[src/rtl/tsc_pkg.sv]
package tsc_pkg;
    typedef enum logic [1:0] {
        OP_NONE  = 2'd0,
        OP_CLEAR = 2'd1,
        OP_SET   = 2'd2,
        OP_ADD   = 2'd3
    } tsc_op_e;

    localparam logic [1:0] DIG_ZERO  = 2'b00;
    localparam logic [1:0] DIG_ONE   = 2'b01;
    localparam logic [1:0] DIG_BOTH  = 2'b11;
    localparam logic [1:0] DIG_EMPTY = 2'b10;
endpackage

[src/rtl/tsc_gray_map.sv]
module tsc_gray_map #(
    parameter int W       = 4,
    parameter bit ENABLE  = 1'b0,
    parameter bit TO_GRAY = 1'b1
) (
    input  logic [W-1:0] in_i,
    output logic [W-1:0] out_o
);
    generate
        if (!ENABLE) begin : g_pass
            assign out_o = in_i;
        end else if (TO_GRAY) begin : g_enc
            assign out_o = in_i ^ (in_i >> 1);
        end else begin : g_dec
            for (genvar k = 0; k < W; k++) begin : g_bit
                assign out_o[k] = ^(in_i >> k);
            end
        end
    endgenerate
endmodule

[src/rtl/tsc_expand.sv]
module tsc_expand
    import tsc_pkg::*;
#(
    parameter int W = 4
) (
    input  logic [2*W-1:0] code_i,
    input  logic [W-1:0]   idx_i,
    output logic [W-1:0]   id_o
);
    // Spread the walk index over the "both" digits, lowest digit first.
    always_comb begin
        int j;
        j = 0;
        id_o = '0;
        for (int k = 0; k < W; k++) begin
            if (code_i[2*k +: 2] == DIG_BOTH) begin
                id_o[k] = idx_i[j];
                j = j + 1;
            end else begin
                id_o[k] = code_i[2*k];
            end
        end
    end
endmodule

[src/rtl/tsc_sharer_code.sv]
module tsc_sharer_code
    import tsc_pkg::*;
#(
    parameter int NODES   = 16,
    parameter bit GRAY_EN = 1'b0,
    localparam int ID_W   = $clog2(NODES),
    localparam int CODE_W = 2 * ID_W
) (
    input  logic              clk,
    input  logic              rst_n,
    input  logic [1:0]        op_i,
    input  logic [ID_W-1:0]   node_i,
    input  logic              enum_start_i,
    input  logic              excl_en_i,
    input  logic [ID_W-1:0]   excl_id_i,
    output logic [CODE_W-1:0] code_o,
    output logic              busy_o,
    output logic              tgt_valid_o,
    input  logic              tgt_ready_i,
    output logic [ID_W-1:0]   tgt_id_o,
    output logic              tgt_last_o
);
    localparam int CNT_W = ID_W + 1;
    localparam logic [CNT_W-1:0] CNT_ONE = CNT_W'(1);

    typedef struct packed {
        logic              active;
        logic [CNT_W-1:0]  cnt;
        logic              xen;
        logic [ID_W-1:0]   xid;
        logic [CODE_W-1:0] code;
    } state_t;

    state_t s_d, s_q;

    logic [ID_W-1:0]  node_g, excl_g, cur_g, nxt_g, top_g, emit_g;
    logic [CNT_W-1:0] nboth, cnt_max, nxt_idx, emit_idx;
    logic             empty, cur_hit, top_hit, at_max, em_valid, em_last;

    tsc_gray_map #(.W(ID_W), .ENABLE(GRAY_EN), .TO_GRAY(1'b1)) u_map_node (
        .in_i(node_i), .out_o(node_g));
    tsc_gray_map #(.W(ID_W), .ENABLE(GRAY_EN), .TO_GRAY(1'b1)) u_map_excl (
        .in_i(excl_id_i), .out_o(excl_g));
    tsc_gray_map #(.W(ID_W), .ENABLE(GRAY_EN), .TO_GRAY(1'b0)) u_map_out (
        .in_i(emit_g), .out_o(tgt_id_o));

    assign nxt_idx = s_q.cnt + CNT_ONE;

    tsc_expand #(.W(ID_W)) u_exp_cur (
        .code_i(s_q.code), .idx_i(s_q.cnt[ID_W-1:0]), .id_o(cur_g));
    tsc_expand #(.W(ID_W)) u_exp_nxt (
        .code_i(s_q.code), .idx_i(nxt_idx[ID_W-1:0]), .id_o(nxt_g));
    tsc_expand #(.W(ID_W)) u_exp_top (
        .code_i(s_q.code), .idx_i(cnt_max[ID_W-1:0]), .id_o(top_g));

    always_comb begin
        nboth = '0;
        for (int k = 0; k < ID_W; k++) begin
            if (s_q.code[2*k +: 2] == DIG_BOTH) begin
                nboth = nboth + CNT_ONE;
            end
        end
        cnt_max  = (CNT_ONE << nboth) - CNT_ONE;
        empty    = (s_q.code[1:0] == DIG_EMPTY);
        cur_hit  = s_q.xen && (cur_g == s_q.xid);
        top_hit  = s_q.xen && (top_g == s_q.xid);
        at_max   = (s_q.cnt == cnt_max);
        em_valid = s_q.active && !(cur_hit && at_max);
        emit_g   = cur_hit ? nxt_g : cur_g;
        emit_idx = cur_hit ? nxt_idx : s_q.cnt;
        em_last  = (emit_idx == cnt_max) ||
                   (top_hit && ((emit_idx + CNT_ONE) == cnt_max));
    end

    always_comb begin
        s_d = s_q;
        if (s_q.active) begin
            if (!em_valid) begin
                s_d.active = 1'b0;
            end else if (tgt_ready_i) begin
                if (em_last) begin
                    s_d.active = 1'b0;
                end else begin
                    s_d.cnt = emit_idx + CNT_ONE;
                end
            end
        end else if (enum_start_i) begin
            if (!empty) begin
                s_d.active = 1'b1;
                s_d.cnt    = '0;
                s_d.xen    = excl_en_i;
                s_d.xid    = excl_g;
            end
        end else begin
            case (tsc_op_e'(op_i))
                OP_CLEAR: s_d.code = {ID_W{DIG_EMPTY}};
                OP_SET: begin
                    for (int k = 0; k < ID_W; k++) begin
                        s_d.code[2*k +: 2] = node_g[k] ? DIG_ONE : DIG_ZERO;
                    end
                end
                OP_ADD: begin
                    for (int k = 0; k < ID_W; k++) begin
                        if (empty) begin
                            s_d.code[2*k +: 2] = node_g[k] ? DIG_ONE : DIG_ZERO;
                        end else if (s_q.code[2*k +: 2] != DIG_BOTH &&
                                     s_q.code[2*k] != node_g[k]) begin
                            s_d.code[2*k +: 2] = DIG_BOTH;
                        end
                    end
                end
                default: ;
            endcase
        end
    end

    always_ff @(posedge clk) begin
        if (!rst_n) begin
            s_q.active <= 1'b0;
            s_q.cnt    <= '0;
            s_q.xen    <= 1'b0;
            s_q.xid    <= '0;
            s_q.code   <= {ID_W{DIG_EMPTY}};
        end else begin
            s_q <= s_d;
        end
    end

    assign code_o      = s_q.code;
    assign busy_o      = s_q.active;
    assign tgt_valid_o = em_valid;
    assign tgt_last_o  = em_last;

    a_r7_hold_on_stall: assert property (@(posedge clk) disable iff (!rst_n)
        tgt_valid_o && !tgt_ready_i |=>
            tgt_valid_o && $stable(tgt_id_o) && $stable(tgt_last_o));

    a_r5_last_ends_walk: assert property (@(posedge clk) disable iff (!rst_n)
        tgt_valid_o && tgt_ready_i && tgt_last_o |=> !busy_o);

    a_r8_code_frozen: assert property (@(posedge clk) disable iff (!rst_n)
        busy_o |=> $stable(code_o));

    a_r1_empty_silent: assert property (@(posedge clk) disable iff (!rst_n)
        code_o[1:0] == DIG_EMPTY |-> !tgt_valid_o);

    a_r6_excluded_absent: assert property (@(posedge clk) disable iff (!rst_n)
        tgt_valid_o && s_q.xen |-> emit_g != s_q.xid);
endmodule

[config.mk]
export PLATFORM = sky130hd
export DESIGN_NAME = tsc_sharer_code
export DESIGN_NICKNAME = d
export VERILOG_FILES = /design/src/rtl/tsc_pkg.sv /design/src/rtl/tsc_gray_map.sv /design/src/rtl/tsc_expand.sv /design/src/rtl/tsc_sharer_code.sv
export SDC_FILE = /design/constraint.sdc
export NUM_CORES = 1
export LEC_CHECK = 0
export ABC_AREA = 1
export BUFFER_PORTS_ARGS = -buffer_cell sky130_fd_sc_hd__buf_2
export CORE_ASPECT_RATIO = 0.6
export CORE_MARGIN = 8
export CORE_UTILIZATION = 35
export DETAILED_ROUTE_END_ITERATION = 10
export GPL_TIMING_DRIVEN = 0
export HOLD_SLACK_MARGIN = 0.06
export PLACE_DENSITY_LB_ADDON = 0.12
export SYNTH_ARGS = -nofsm -noshare
export SYNTH_HDL_FRONTEND = slang
export SYNTH_SLANG_ARGS = --single-unit
[constraint.sdc]
create_clock -name clk -period 9.9 [get_ports clk]
set_clock_uncertainty 0.1 [all_clocks]
set_input_delay 2.475 -clock clk [delete_from_list [all_inputs] [get_ports clk]]
set_output_delay 2.475 -clock clk [all_outputs]
set_load 0.005 [all_outputs]
### After elaboration in Yosys (flattened, before gate mapping)

Cells that the tools add are included.

* reduce and logical (&&, ||, !) cells: 19
* order comparisons: 3
* eq/ne operators: 29
* bitwise logic cells: 3
* shifts and indexed selects: 1
* $add $sub $neg: 8
* muxes and demuxes: 69

Operator list (number)
* $lt A32 B4 Y1 const B: 2
* $mux W32: 2
* $mux W1: 38
* $add A32 B2 Y32 const B: 1
* $mux W5: 6
* $add A5 B1 Y5 const B: 5
* $pmux W8 S3: 1
* $mux W11: 2
* $bmux W1 S2: 9
* $mux W2: 8
* $ne A2 B2 Y1 const B: 8
* $reduce_and A4 Y1: 4
* $eq A5 B5 Y1: 3
* $eq A2 B2 Y1 const B: 7
* $mux W6: 2
* $ne A3 B3 Y1 const B: 4
* $logic_and A1 B1 Y1: 9
* $eq A4 B4 Y1: 2
* $reduce_and A5 Y1: 1
* $shl A1 B5 Y5 const A: 1
* $sub A5 B1 Y5 const B: 1
* $mux W4: 1
* $ne A1 B1 Y1: 4
* $lt A1 B3 Y1 const B: 1
* 8 further kinds: 10

* word-level logic and storage cells: 140
* output and inout port bits: 15
* input port bits: 15
* register bits after elaboration: 19

### Logic depth before layout (Yosys ltp)

Gate-level depths: netlist (run 1).

* depth after elaboration: 22
* depth in mapped cells: 30
* depth with buffers taken out: 29

### Modules after synthesis

A second synthesis (run 1) with hierarchy kept.

* cells, all modules: 452
* area total of the unflattened synthesis: 2612.5 sq um

By module, submodules not included
* tsc_sharer_code: instances 1, cells each 323, area each 1996.9 sq um, sequential area each 380.4 sq um
* tsc_expand: instances 3, cells each 39, area each 175.2 sq um, sequential area each 0.0 sq um
* tsc_gray_map: instances 3, cells each 4, area each 30.0 sq um, sequential area each 0.0 sq um

### Worst setup path after synthesis (run 1)

Ideal clock, no wire load.

* path type: register to output
* start: reg s_q (netlist bit code_o[4])
* end: out tgt_last_o
* cell stages (with the launch flop): 20
* slack: 4.272 ns
* arrival: 3.053 ns
* required time: 7.325 ns
* buffers on the path: 1
* path through: dfxtp_1 -> buf_4 -> nand2_1 -> inv_1 -> o21ai_2 -> inv_1 -> ha_1 -> or2_2 -> a21oi_1 -> nand2_2 -> ha_1 -> nand2_1 -> o21ai_0 -> nor4_1 -> nand3_1 -> nor2_1 -> nand2_2 -> nor2_2 -> nand2_2 -> nand2_1

* cells in the longest elaborated chain, start to end: 14
* elaborated cells on any way between the ends: 35
* classes of those cells: add/sub: 3; eq/ne: 5; shift: 1; mux: 22; reduce/logical: 4

RTL lines
* from (decl): RTL line tsc_sharer_code.sv:34 `state_t s_d, s_q;`
* $eq A2 B2 Y1: RTL line tsc_expand.sv:16, tsc_sharer_code.sv:59
* $mux W5: RTL line tsc_sharer_code.sv:59 `if (s_q.code[2*k +: 2] == DIG_BOTH) begin`
* $add A5 B1 Y5: RTL line tsc_sharer_code.sv:60 `nboth = nboth + CNT_ONE;`
* $mux W5: RTL line tsc_sharer_code.sv:59
* $shl A1 B5 Y5: RTL line tsc_sharer_code.sv:63 `cnt_max = (CNT_ONE << nboth) - CNT_ONE;`
* $sub A5 B1 Y5: RTL line tsc_sharer_code.sv:63
* $bmux W1 S2: RTL line tsc_expand.sv:17 `id_o[k] = idx_i[j];`
* $mux W1 (implied by the code) (2 in series): RTL line tsc_expand.sv:17
* $mux W1: RTL line tsc_expand.sv:16 `if (code_i[2*k +: 2] == DIG_BOTH) begin`
* $eq A4 B4 Y1: RTL line tsc_sharer_code.sv:66 `top_hit = s_q.xen && (top_g == s_q.xid);`
* $logic_and A1 B1 Y1: RTL line tsc_sharer_code.sv:66
* $logic_and A1 B1 Y1: RTL line tsc_sharer_code.sv:72 `(top_hit && ((emit_idx + CNT_ONE) == cnt_max));`
* $logic_or A1 B1 Y1 *: RTL line tsc_sharer_code.sv:71 `em_last = (emit_idx == cnt_max) ||`
* to (decl): RTL line tsc_sharer_code.sv:21 `output logic tgt_last_o`

Every way passes the cells marked *; elsewhere a longest branch is shown, timed or not. The select of a mux whose other input is x is not followed.

### Final worst setup path (run 1)

Same ends and word-level chain as after synthesis.

==> out/qor.txt, run 1 <==
Met3 usage in global routing: 2.93%
Routed len/inst: 13.9 µm
P_int: 0.206 mW
RSZ-0062 raised after global routing: no
Dpl hpwl: 4960 µm
Seq pwr share: 25.0%
Pin count of the biggest net entering global routing: 13
Gate Count Post-Synth: 317
Setup slack, reg-to-reg: 5850 ps
Core Rows: 21
Slew headroom: 63.0%
Post-Syn Nets: 336
Layout cells sized above 1: 26.0%
H-tree depth: 1
First-pass DRT Iterations: 4
Final Hold Viols: 0
GR peak layer: met1
GRT Resource Usage Total: 14.2%
Net Sw Frac: 49.4%
Drt via density: 4.92
Number of antenna-violating nets in the routed design: 0
Worst Hold Depth: 2
Sequential share of the synthesized area: 18.4%
Critical path type: reg2out
Die Wd: 115 µm
Global-route wire length before repair: 9540 µm
Met2 GRT Util: 17.3%
Most common cell in the synthesized netlist: nand2_1
Peak VDD IR: 0.0000808 V
ANT cells: 0
Dominant cell type by area after synthesis: dfxtp_1
CP Launch Type: flop
Gpl congestion: 0.890
Post-CTS setup buffers: 0
Post-synth EDFFs: 0
Via Count: 2117
Crit path time final: 6540 ps
TritonCTS clock tree: built
Top post-synthesis cells by area: dfxtp_1 18%, nand2_1 13%, nand3_1 7.5%, inv_1 6.2%, o21ai_0 5.1%
Hold worst-path end: s_q[8]
Hold Path Class: reg2reg
Final setup viols: 0
CTS sink count: 19
Fin util: 41.9%
Die height: 75.5 µm
Slew @ Worst Pin: 549 ps
Net switching power: 0.201 mW
R2R Path End: s_q[16]
Initial antenna violation count: 0
Yosys reg bits: 19
CP arrival: 3970 ps
Comb pwr share: 60.5%
Fin nets: 370
Maxcap violations: 0
Total CTS buffers: 3
Num ports: 30
Status: finished clean
WHS: 415 ps
Hold_buf cts: 0
Dpl cells: 426
Grt total ovfl: 0
Pins Over Slew Limit: 0
TNS Setup: 0 ps
Post_cts resized: 0
Required time of the critical path: 7330 ps
Layout area overhead: 14.3%
Synth Area per Inst: 6.51 µm²
Synth top area share: 18.4%
Clock Tree Root: clkbuf_8
Placed instance area: 0.00231 mm²
P per Cell Area: 173 mW/mm²
Static leakage power: 1.12 nW
Core area: 0.00562 mm²
Final instance area: 0.00236 mm²
R2r worst-path depth: 22
Worst Path Max Fanout: 7
DRC Markers: 0
Worst R2R Start: code_o[4]
Synth top cells by count: 71 x nand2_1, 34 x inv_1, 31 x nand3_1
Final worst-path cycle share: 66.1%
Clock Latency Late Sink: 270 ps
Total Wirelength: 5970 µm
Die ar.: 0.00869 mm²
Number of global-route vias before repair: 1802
Crit end category: primary output
Commonest register cell after synthesis: dfxtp_1
HP Start: s_q[8]
Yosys cell types: 36
Yosys warns: 0
Met1 GRT Util: 23.5%
Clock Path Buffers: 2
Fmax achieved: 153 MHz
Initial core utilization: 36.7%
Final std cells w/o fill: 430
1st-iter DRT viols: 160
Ys async rst share: 0%
Clk pwr share: 14.5%
Synthesized area: 0.00206 mm²
Port bufs: 29
Worst-path clk slew: 80 ps
-- power groups by stage --
stage | Clock [mW] | Combinational [mW] | Sequential, mW
6_report | 0.0590 | 0.247 | 0.102
5_1_grt | 0.0649 | 0.276 | 0.104
4_1_cts | 0.0613 | 0.244 | 0.102
3_5_place_dp | 0 | 0.243 | 0.104
3_3_place_gp | 0 | 0.241 | 0.104
2_1_floorplan | 0 | 0.187 | 0.0989
-- final cells by class --
| class | count | area [µm²] |
|---|---|---|
| clock inverter | 1 | 7.51 |
| buffer | 13 | 114 |
| inverter | 37 | 140 |
| timing repair buffer | 29 | 145 |
| multi-input combinational | 248 | 1430 |
| tap | 80 | 100 |
| clock buffer | 3 | 41.3 |
| fill | 608 | 3270 |
| sequential | 19 | 380 |
-- placed cells by master (no fill, tap or decap), drive strengths merged, types with 4 or more instances in the layout --
cell	instances
o21ai	24
ha	4
inv	36
xor2	12
nand3b	4
buf	40
a21oi	19
xnor2	4
nand2	94
nand4	6
clkbuf	5
nor2	32
o211ai	6
nand3	36
dfxtp	19
-- sequential cells by signal, summed over array words and instances, names as in the netlist --
register	flops
code_o	8
busy_o	1
s_q	10
-- cells by family after synthesis --
logic type | Yosys count | synth area share [%]
adders and majority gates | 4 | 2.43
and+or+nand+nor | 176 | 44.3
xor gates and xnor gates | 16 | 7.52
buffers and inverters | 50 | 12.3
AOI/OAI and AO/OA | 52 | 15.0
DFF | 19 | 18.4
-- worst max-delay path, stage by stage, from the launching register on --
cell and delay [ps]:
dfxtp_1 310, buf_4 160, nand2_1 140, inv_1 140, o21ai_2 230, inv_1 110
ha_1 270, or2_2 310, a21oi_1 230, nand2_2 130, ha_1 430, nand2_1 100
o21ai_0 80, nor4_1 270, nand3_1 150, nor2_1 150, nand2_2 70, nor2_2 120
nand2_2 90, nand2_1 90, buf_2 120
-- worst max path at each step --
stage	from	endpoint	slack, ps	cells past startpoint
after floorplan	code_o[4]	tgt_last_o	4270	19
after global placement	code_o[0]	tgt_last_o	3690	20
after detailed placement	code_o[0]	tgt_last_o	3670	20
after CTS	code_o[0]	tgt_last_o	3350	20
after global routing	code_o[0]	tgt_last_o	2990	20
final	code_o[4]	tgt_last_o	3360	20
-- routing by layer --
layer	share of wire, %	up-vias
met2	34	71
met1	58	943
met5	0	-
met4	0.33	0
met3	7.4	4
li1	-	1099
-- metrics by stage --
step           power [mW]  setup slack, ps
3_5_place_dp        0.347             3670
6_report            0.407             3360
3_3_place_gp        0.345             3690
4_1_cts             0.408             3350
5_1_grt             0.444             2990
2_1_floorplan       0.286             4270
(Power assumes the default switching activity.)
==> inputs of run 2 (changes only) <==
==> constraint.sdc (replaced) <==
create_clock -name clk -period 5.46 [get_ports clk]
set_clock_uncertainty 0.1 [all_clocks]
set_input_delay 1.365 -clock clk [delete_from_list [all_inputs] [get_ports clk]]
set_output_delay 1.365 -clock clk [all_outputs]
set_load 0.005 [all_outputs]
==> run 2 against run 1 <==
Final area grew 0.85%. Wire length grew 0.49%. Sequential share of layout area is essentially flat. Sequential cell count is the same. Critical path type unchanged. Setup slack lost 3000 ps. Sequential power grew 82%. Highest routed layer unchanged. Global-route usage is the same. Register-to-register slack lost 4200 ps. Combinational power grew 87%. Power grew 86%. Core utilization grew 0.36 points. Via count grew 0.33%.
==> out/qor.txt, run 2 (synthesis results as in run 1) <==
Status: finished clean (unchanged)
Initial antenna violation count: 0 (unchanged)
Clock Path Buffers: 2 (unchanged)
Hold Path Class: reg2reg (unchanged)
Layout cells sized above 1: 27.7% (was 26.0%)
Crit end category: primary output (unchanged)
H-tree depth: 1 (unchanged)
Static leakage power: 1.12 nW (about the same)
Clk pwr share: 14.2% (was 14.5%)
Final Hold Viols: 0 (unchanged)
DRC Markers: 0 (unchanged)
Crit path time final: 5150 ps
Number of global-route vias before repair: 1802 (unchanged)
Die ar.: 0.00869 mm² (unchanged)
FF/Latch Area: 384 µm² (was 380 µm²)
Layout area overhead: 15.2% (was 14.3%)
TritonCTS clock tree: built (unchanged)
Slew @ Worst Pin: 545 ps (was 549 ps)
GRT Resource Usage Total: 14.2% (unchanged)
Final worst-path cycle share: 94.3%
Footprint of the multi-input gates: 0.00145 mm² (was 0.00143 mm²)
ANT cells: 0 (unchanged)
Core Rows: 21 (unchanged)
Total Wirelength: 6000 µm (was 5970 µm)
Total CTS buffers: 3 (unchanged)
P_int: 0.387 mW (was 0.206 mW)
P per Cell Area: 318 mW/mm² (was 173 mW/mm²)
Clock Tree Root: clkbuf_8 (unchanged)
Slew headroom: 63.3% (was 63.0%)
Worst setup margin: 312 ps (was 3360 ps)
CP Launch Type: flop (unchanged)
Most common cell after layout, fill and taps aside: nand2_1 (unchanged)
Worst Path Max Fanout: 7 (unchanged)
Max reg flops: 10 (unchanged)
Maxcap violations: 0 (unchanged)
Initial core utilization: 36.7% (unchanged)
Pins Over Slew Limit: 0 (unchanged)
CP arrival: 3680 ps (was 3970 ps)
Grt total ovfl: 0 (unchanged)
Global-route wire length before repair: 9540 µm (unchanged)
Fmax achieved: 194 MHz
Fin nets: 370 (unchanged)
Net switching power: 0.370 mW (was 0.201 mW)
Drt via density: 4.94 (was 4.92)
Die Wd: 115 µm (unchanged)
Peak VDD IR: 0.000147 V (was 0.0000808 V)
Comb pwr share: 61.2% (was 60.5%)
Dpl hpwl: 4960 µm (unchanged)
RSZ-0062 raised after global routing: no (unchanged)
Seq pwr share: 24.6% (was 25.0%)
Number of antenna-violating nets in the routed design: 0 (unchanged)
Via Count: 2124 (was 2117)
First-pass DRT Iterations: 4 (unchanged)
Required time of the critical path: 3990 ps (was 7330 ps)
Most flop-heavy register: s_q (unchanged)
Net Sw Frac: 48.8% (was 49.4%)
Die height: 75.5 µm (unchanged)
Gpl congestion: 0.890 (unchanged)
Critical path type: reg2out (unchanged)
Post-CTS setup buffers: 0 (unchanged)
Clock Latency Late Sink: 270 ps (about the same)
Port bufs: 29 (unchanged)
WHS: 413 ps (was 415 ps)
Placement Setup Slack: 340 ps (was 3670 ps)
TNS Setup: 0 ps (unchanged)
Fill count: 608 (unchanged)
Most frequent cells in the layout: 71 x nand2_1, 33 x inv_1, 31 x nand3_1 (was 71 x nand2_1, 34 x inv_1, 31 x nand3_1)
Num ports: 30 (unchanged)
CTS sink count: 19 (unchanged)
Routed len/inst: 14.0 µm (was 13.9 µm)
Final setup viols: 0 (unchanged)
Pin count of the biggest net entering global routing: 13 (unchanged)
Fin util: 42.3% (was 41.9%)
Worst-path clk slew: 80 ps (about the same)
Core area: 0.00562 mm² (unchanged)
1st-iter DRT viols: 160 (unchanged)
[run 2: stage by stage]
stage,instance area [µm²],power (mW),instances
after global placement,2310,0.626,426
after floorplan,2060,0.518,317
after detailed placement,2310,0.628,426
after CTS,2360,0.739,430
final,2380,0.757,430
after global routing,2380,0.825,430
[run 2: worst max-delay path, stage by stage (launching register included)]
cell     delay, ps
dfxtp_1        320
buf_4          160
nand2_1        150
inv_2           90
o21ai_2        220
inv_1          110
ha_1           270
or2_2          330
a21oi_2        190
nand2_2        130
ha_4           340
nor2_1          50
nor4_1         280
nand3_1        140
nor2_1         150
nand2_2         70
nor2_2         120
nand2_2         90
nand2_1         90
buf_2          120
[run 2: power groups by stage]
stage                     clock network [mW]  logic, mW  registers (mW)
final                                  0.108      0.463           0.186
after global routing                   0.118      0.518           0.189
after CTS                              0.111      0.443           0.185
after detailed placement                   0      0.440           0.188
after global placement                     0      0.438           0.188
after floorplan                            0      0.339           0.179
[run 2: repair_timing]
item                       CTS  global route
gates resized for setup      0             7
hold buffers                 0             0
setup endpoints to repair    0             1
[run 2: cell type report]
class | count | share of cell area, %
Sequential cell | 19 | 16.2
Tap cell | 80 | 4.21
Buffer | 13 | 4.79
Clock buffer | 3 | 1.74
Inverter | 37 | 5.89
Multi-Input combinational cell | 248 | 60.8
Clock inverter | 1 | 0.316
Timing Repair Buffer | 29 | 6.11
[run 2: metal layers]
layer  global-route usage (%)  vias to the layer above  routed length (µm)  part of all wire (%)
met2                     17.3                       77                2070                    34
li1                         -                     1098                   -                     -
met4                     2.17                        0                  20                  0.33
met5                        0                        -                   0                     0
met3                     2.93                        4                 495                   8.2
met1                     23.5                      945                3420                    57
[run 2: worst paths after layout]
check,startpoint,endpoint,slack (ps),depth (start not counted)
max,code_o[4],tgt_last_o,310,19
min reg2reg,s_q[8],s_q[8],410,2
min,s_q[8],s_q[8],410,2
max reg2reg,code_o[4],s_q[16],1690,21
==> inputs of run 3 (changes only) <==
--- a/config.mk
+++ b/config.mk
@@ -11,9 +11,9 @@
 export CORE_MARGIN = 8
 export CORE_UTILIZATION = 35
 export DETAILED_ROUTE_END_ITERATION = 10
-export GPL_TIMING_DRIVEN = 0
 export HOLD_SLACK_MARGIN = 0.06
 export PLACE_DENSITY_LB_ADDON = 0.12
+export RECOVER_POWER = 50
 export SYNTH_ARGS = -nofsm -noshare
 export SYNTH_HDL_FRONTEND = slang
 export SYNTH_SLANG_ARGS = --single-unit
==> run 3 against run 2 <==
Global-route usage rose by 0.21 points. Die area did not move. Wire length fell by 1.1%. Via count fell by 4.7%. Non-clock buffer count fell by 12. Critical path depth rose by 1. Sequential power rose by 3%. Sequential share of layout area rose by 1.0 points. Register-to-register slack barely moved. Maximum frequency rose by 0.22%. Sequential cell count did not move. Cell count fell by 2.8%. Largest power group unchanged.
==> out/qor.txt, run 3 (synthesis results as in run 1) <==
CP peak stage delay: 460 ps (was 340 ps)
Met1 GRT Util: 22.9% (was 23.5%)
Final Hold Viols: 0 (unchanged)
Most flop-heavy register: s_q (unchanged)
Routed len/inst: 14.2 µm (was 14.0 µm)
Post-CTS setup buffers: 0 (unchanged)
Final setup viols: 0 (unchanged)
CP top delay family: simple AND/OR/NAND/NOR gates (unchanged)
Critical path type: reg2out (unchanged)
Core Rows: 21 (unchanged)
TritonCTS clock tree: built (unchanged)
CP Launch Type: flop (unchanged)
Clock Tree Root: clkbuf_8 (unchanged)
Initial antenna violation count: 0 (unchanged)
Fin nets: 358 (was 370)
First-pass DRT Iterations: 5 (was 4)
Num ports: 30 (unchanged)
TNS Setup: 0 ps (unchanged)
Die height: 75.5 µm (unchanged)
Most frequent cells in the layout: 71 x nand2_1, 33 x inv_1, 31 x nand3_1 (unchanged)
Clock Path Buffers: 2 (unchanged)
Met3 usage in global routing: 3.32% (was 2.93%)
Pins Over Slew Limit: 0 (unchanged)
RSZ-0062 raised after global routing: no (unchanged)
Pin count of the biggest net entering global routing: 17 (was 13)
Max stage delay cell, worst path: dfxtp_2 (was ha_4)
R2r worst-path depth: 23 (was 21)
P per Cell Area: 321 mW/mm² (was 318 mW/mm²)
Static leakage power: 1.04 nW (was 1.12 nW)
Final std cells w/o fill: 418 (was 430)
Peak VDD IR: 0.000142 V (was 0.000147 V)
Via Count: 2025 (was 2124)
CTS sink count: 19 (unchanged)
Maxcap violations: 0 (unchanged)
Slew headroom: 59.3% (was 63.3%)
Hold Path Class: reg2reg (unchanged)
Setup slack, reg-to-reg: 1690 ps (about the same)
Status: finished clean (unchanged)
Worst setup margin: 324 ps (was 312 ps)
Most common cell after layout, fill and taps aside: nand2_1 (unchanged)
DRC Markers: 0 (unchanged)
Most used cell along the critical path: nand2_2 (unchanged)
Total Wirelength: 5940 µm (was 6000 µm)
Dpl cells: 414 (was 426)
Initial core utilization: 36.7% (unchanged)
Worst Hold Depth: 2 (unchanged)
Worst-path clk slew: 90 ps (was 80 ps)
Total CTS buffers: 3 (unchanged)
Dpl hpwl: 4940 µm (was 4960 µm)
GR peak layer: met1 (unchanged)
Max reg flops: 10 (unchanged)
H-tree depth: 1 (unchanged)
Gpl congestion: 0.867 (was 0.890)
Met2 GRT Util: 19.1% (was 17.3%)
Number of antenna-violating nets in the routed design: 0 (unchanged)
Drt via density: 4.84 (was 4.94)
Clock Latency Late Sink: 270 ps (about the same)
Required time of the critical path: 3990 ps (about the same)
CP cell instances: nand2_8 -> inv_2 -> nand2_1 -> nand3_2 -> nand2_2 -> ha_1 -> or2_2 -> a21oi_1 -> nand2_2 -> ha_1 -> nand2_1 -> o21ai_0 -> nor4_1 -> nand3_1 -> nor2_1 -> nand2_2 -> nor2_2 -> nand2_2 -> nand2_1 -> buf_2 (was buf_4 -> nand2_1 -> inv_2 -> o21ai_2 -> inv_1 -> ha_1 -> or2_2 -> a21oi_2 -> nand2_2 -> ha_4 -> nor2_1 -> nor4_1 -> nand3_1 -> nor2_1 -> nand2_2 -> nor2_2 -> nand2_2 -> nand2_1 -> buf_2)
Layout cells sized above 1: 24.0% (was 27.7%)
Global-route wire length before repair: 9860 µm (was 9540 µm)
Fmax achieved: 195 MHz (was 194 MHz)
Worst Path Max Fanout: 8 (was 7)
Layout area overhead: 9.16% (was 15.2%)
Core area: 0.00562 mm² (unchanged)
Die ar.: 0.00869 mm² (unchanged)
Critical path depth: 20 (was 19)
Crit path time final: 5140 ps (was 5150 ps)
CP arrival: 3670 ps (was 3680 ps)
Fill count: 640 (was 608)
Final worst-path cycle share: 94.1% (was 94.3%)
Grt total ovfl: 0 (unchanged)
Slew @ Worst Pin: 605 ps (was 545 ps)
ANT cells: 0 (unchanged)
Port bufs: 29 (unchanged)
Die Wd: 115 µm (unchanged)
Placement Setup Slack: 501 ps (was 340 ps)
Crit end category: primary output (unchanged)
GRT Resource Usage Total: 14.4% (was 14.2%)
WP buf/inv: 2 (was 4)
Number of global-route vias before repair: 1866 (was 1802)
1st-iter DRT viols: 152 (was 160)
## run 3: worst paths after layout
check | start | endpoint
min reg2reg | s_q[8] | s_q[8]
max reg2reg | code_o[2] | s_q[13]
max | code_o[2] | tgt_last_o
min | s_q[8] | s_q[8]
## run 3: per-stage QoR
step / hold slack [ps] / util [%] / cell area, µm² / power (mW)
after floorplan: 364 / - / 2060 / 0.518
after global placement: 398 / 39.2 / 2200 / 0.617
after detailed placement: 392 / 39.2 / 2200 / 0.612
after CTS: 420 / 40.0 / 2250 / 0.722
after global routing: 457 / 40.1 / 2250 / 0.789
final: 422 / 40.1 / 2250 / 0.722
## run 3: timing repair
item                                    4_1_cts  5_1_grt
endpoints found under the hold margin         0        0
hold buffers                                  0        0
endpoints found under the setup margin        0        1
gates resized for setup                       0        6
## run 3: worst reg2reg max path: cells and delay by family, from the launching register on
kind                     cells  cell delay [ps]
flip-flops                   1              460
AND/OR/NAND/NOR             18             2070
buffers and inverters        1               80
AO/OA/AOI/OAI                2              300
adder cells (fa/ha/maj)      2              700
## run 3: where the power goes
group / total, mW / internal (mW) / switching [mW] / leakage [nW]
registers: 0.191 / 0.159 / 0.0327 / 0.157
logic: 0.423 / 0.150 / 0.273 / 0.866
clock network: 0.108 / 0.0516 / 0.0568 / 0.0217
## run 3: cell type report
type | count | area, µm² | area share [%]
Clock buffer | 3 | 41.3 | 1.83
Clock inverter | 1 | 7.51 | 0.333
Inverter | 37 | 140 | 6.22
Multi-Input combinational cell | 248 | 1430 | 63.4
Sequential cell | 19 | 387 | 17.2
Tap cell | 80 | 100 | 4.44
Timing Repair Buffer | 30 | 148 | 6.56
## run 3: metal layers
metal,vias to the layer above,share of wire [%]
li1,1073,-
met1,889,57
met2,61,35
met3,2,8.0
met4,0,0.067
met5,-,0
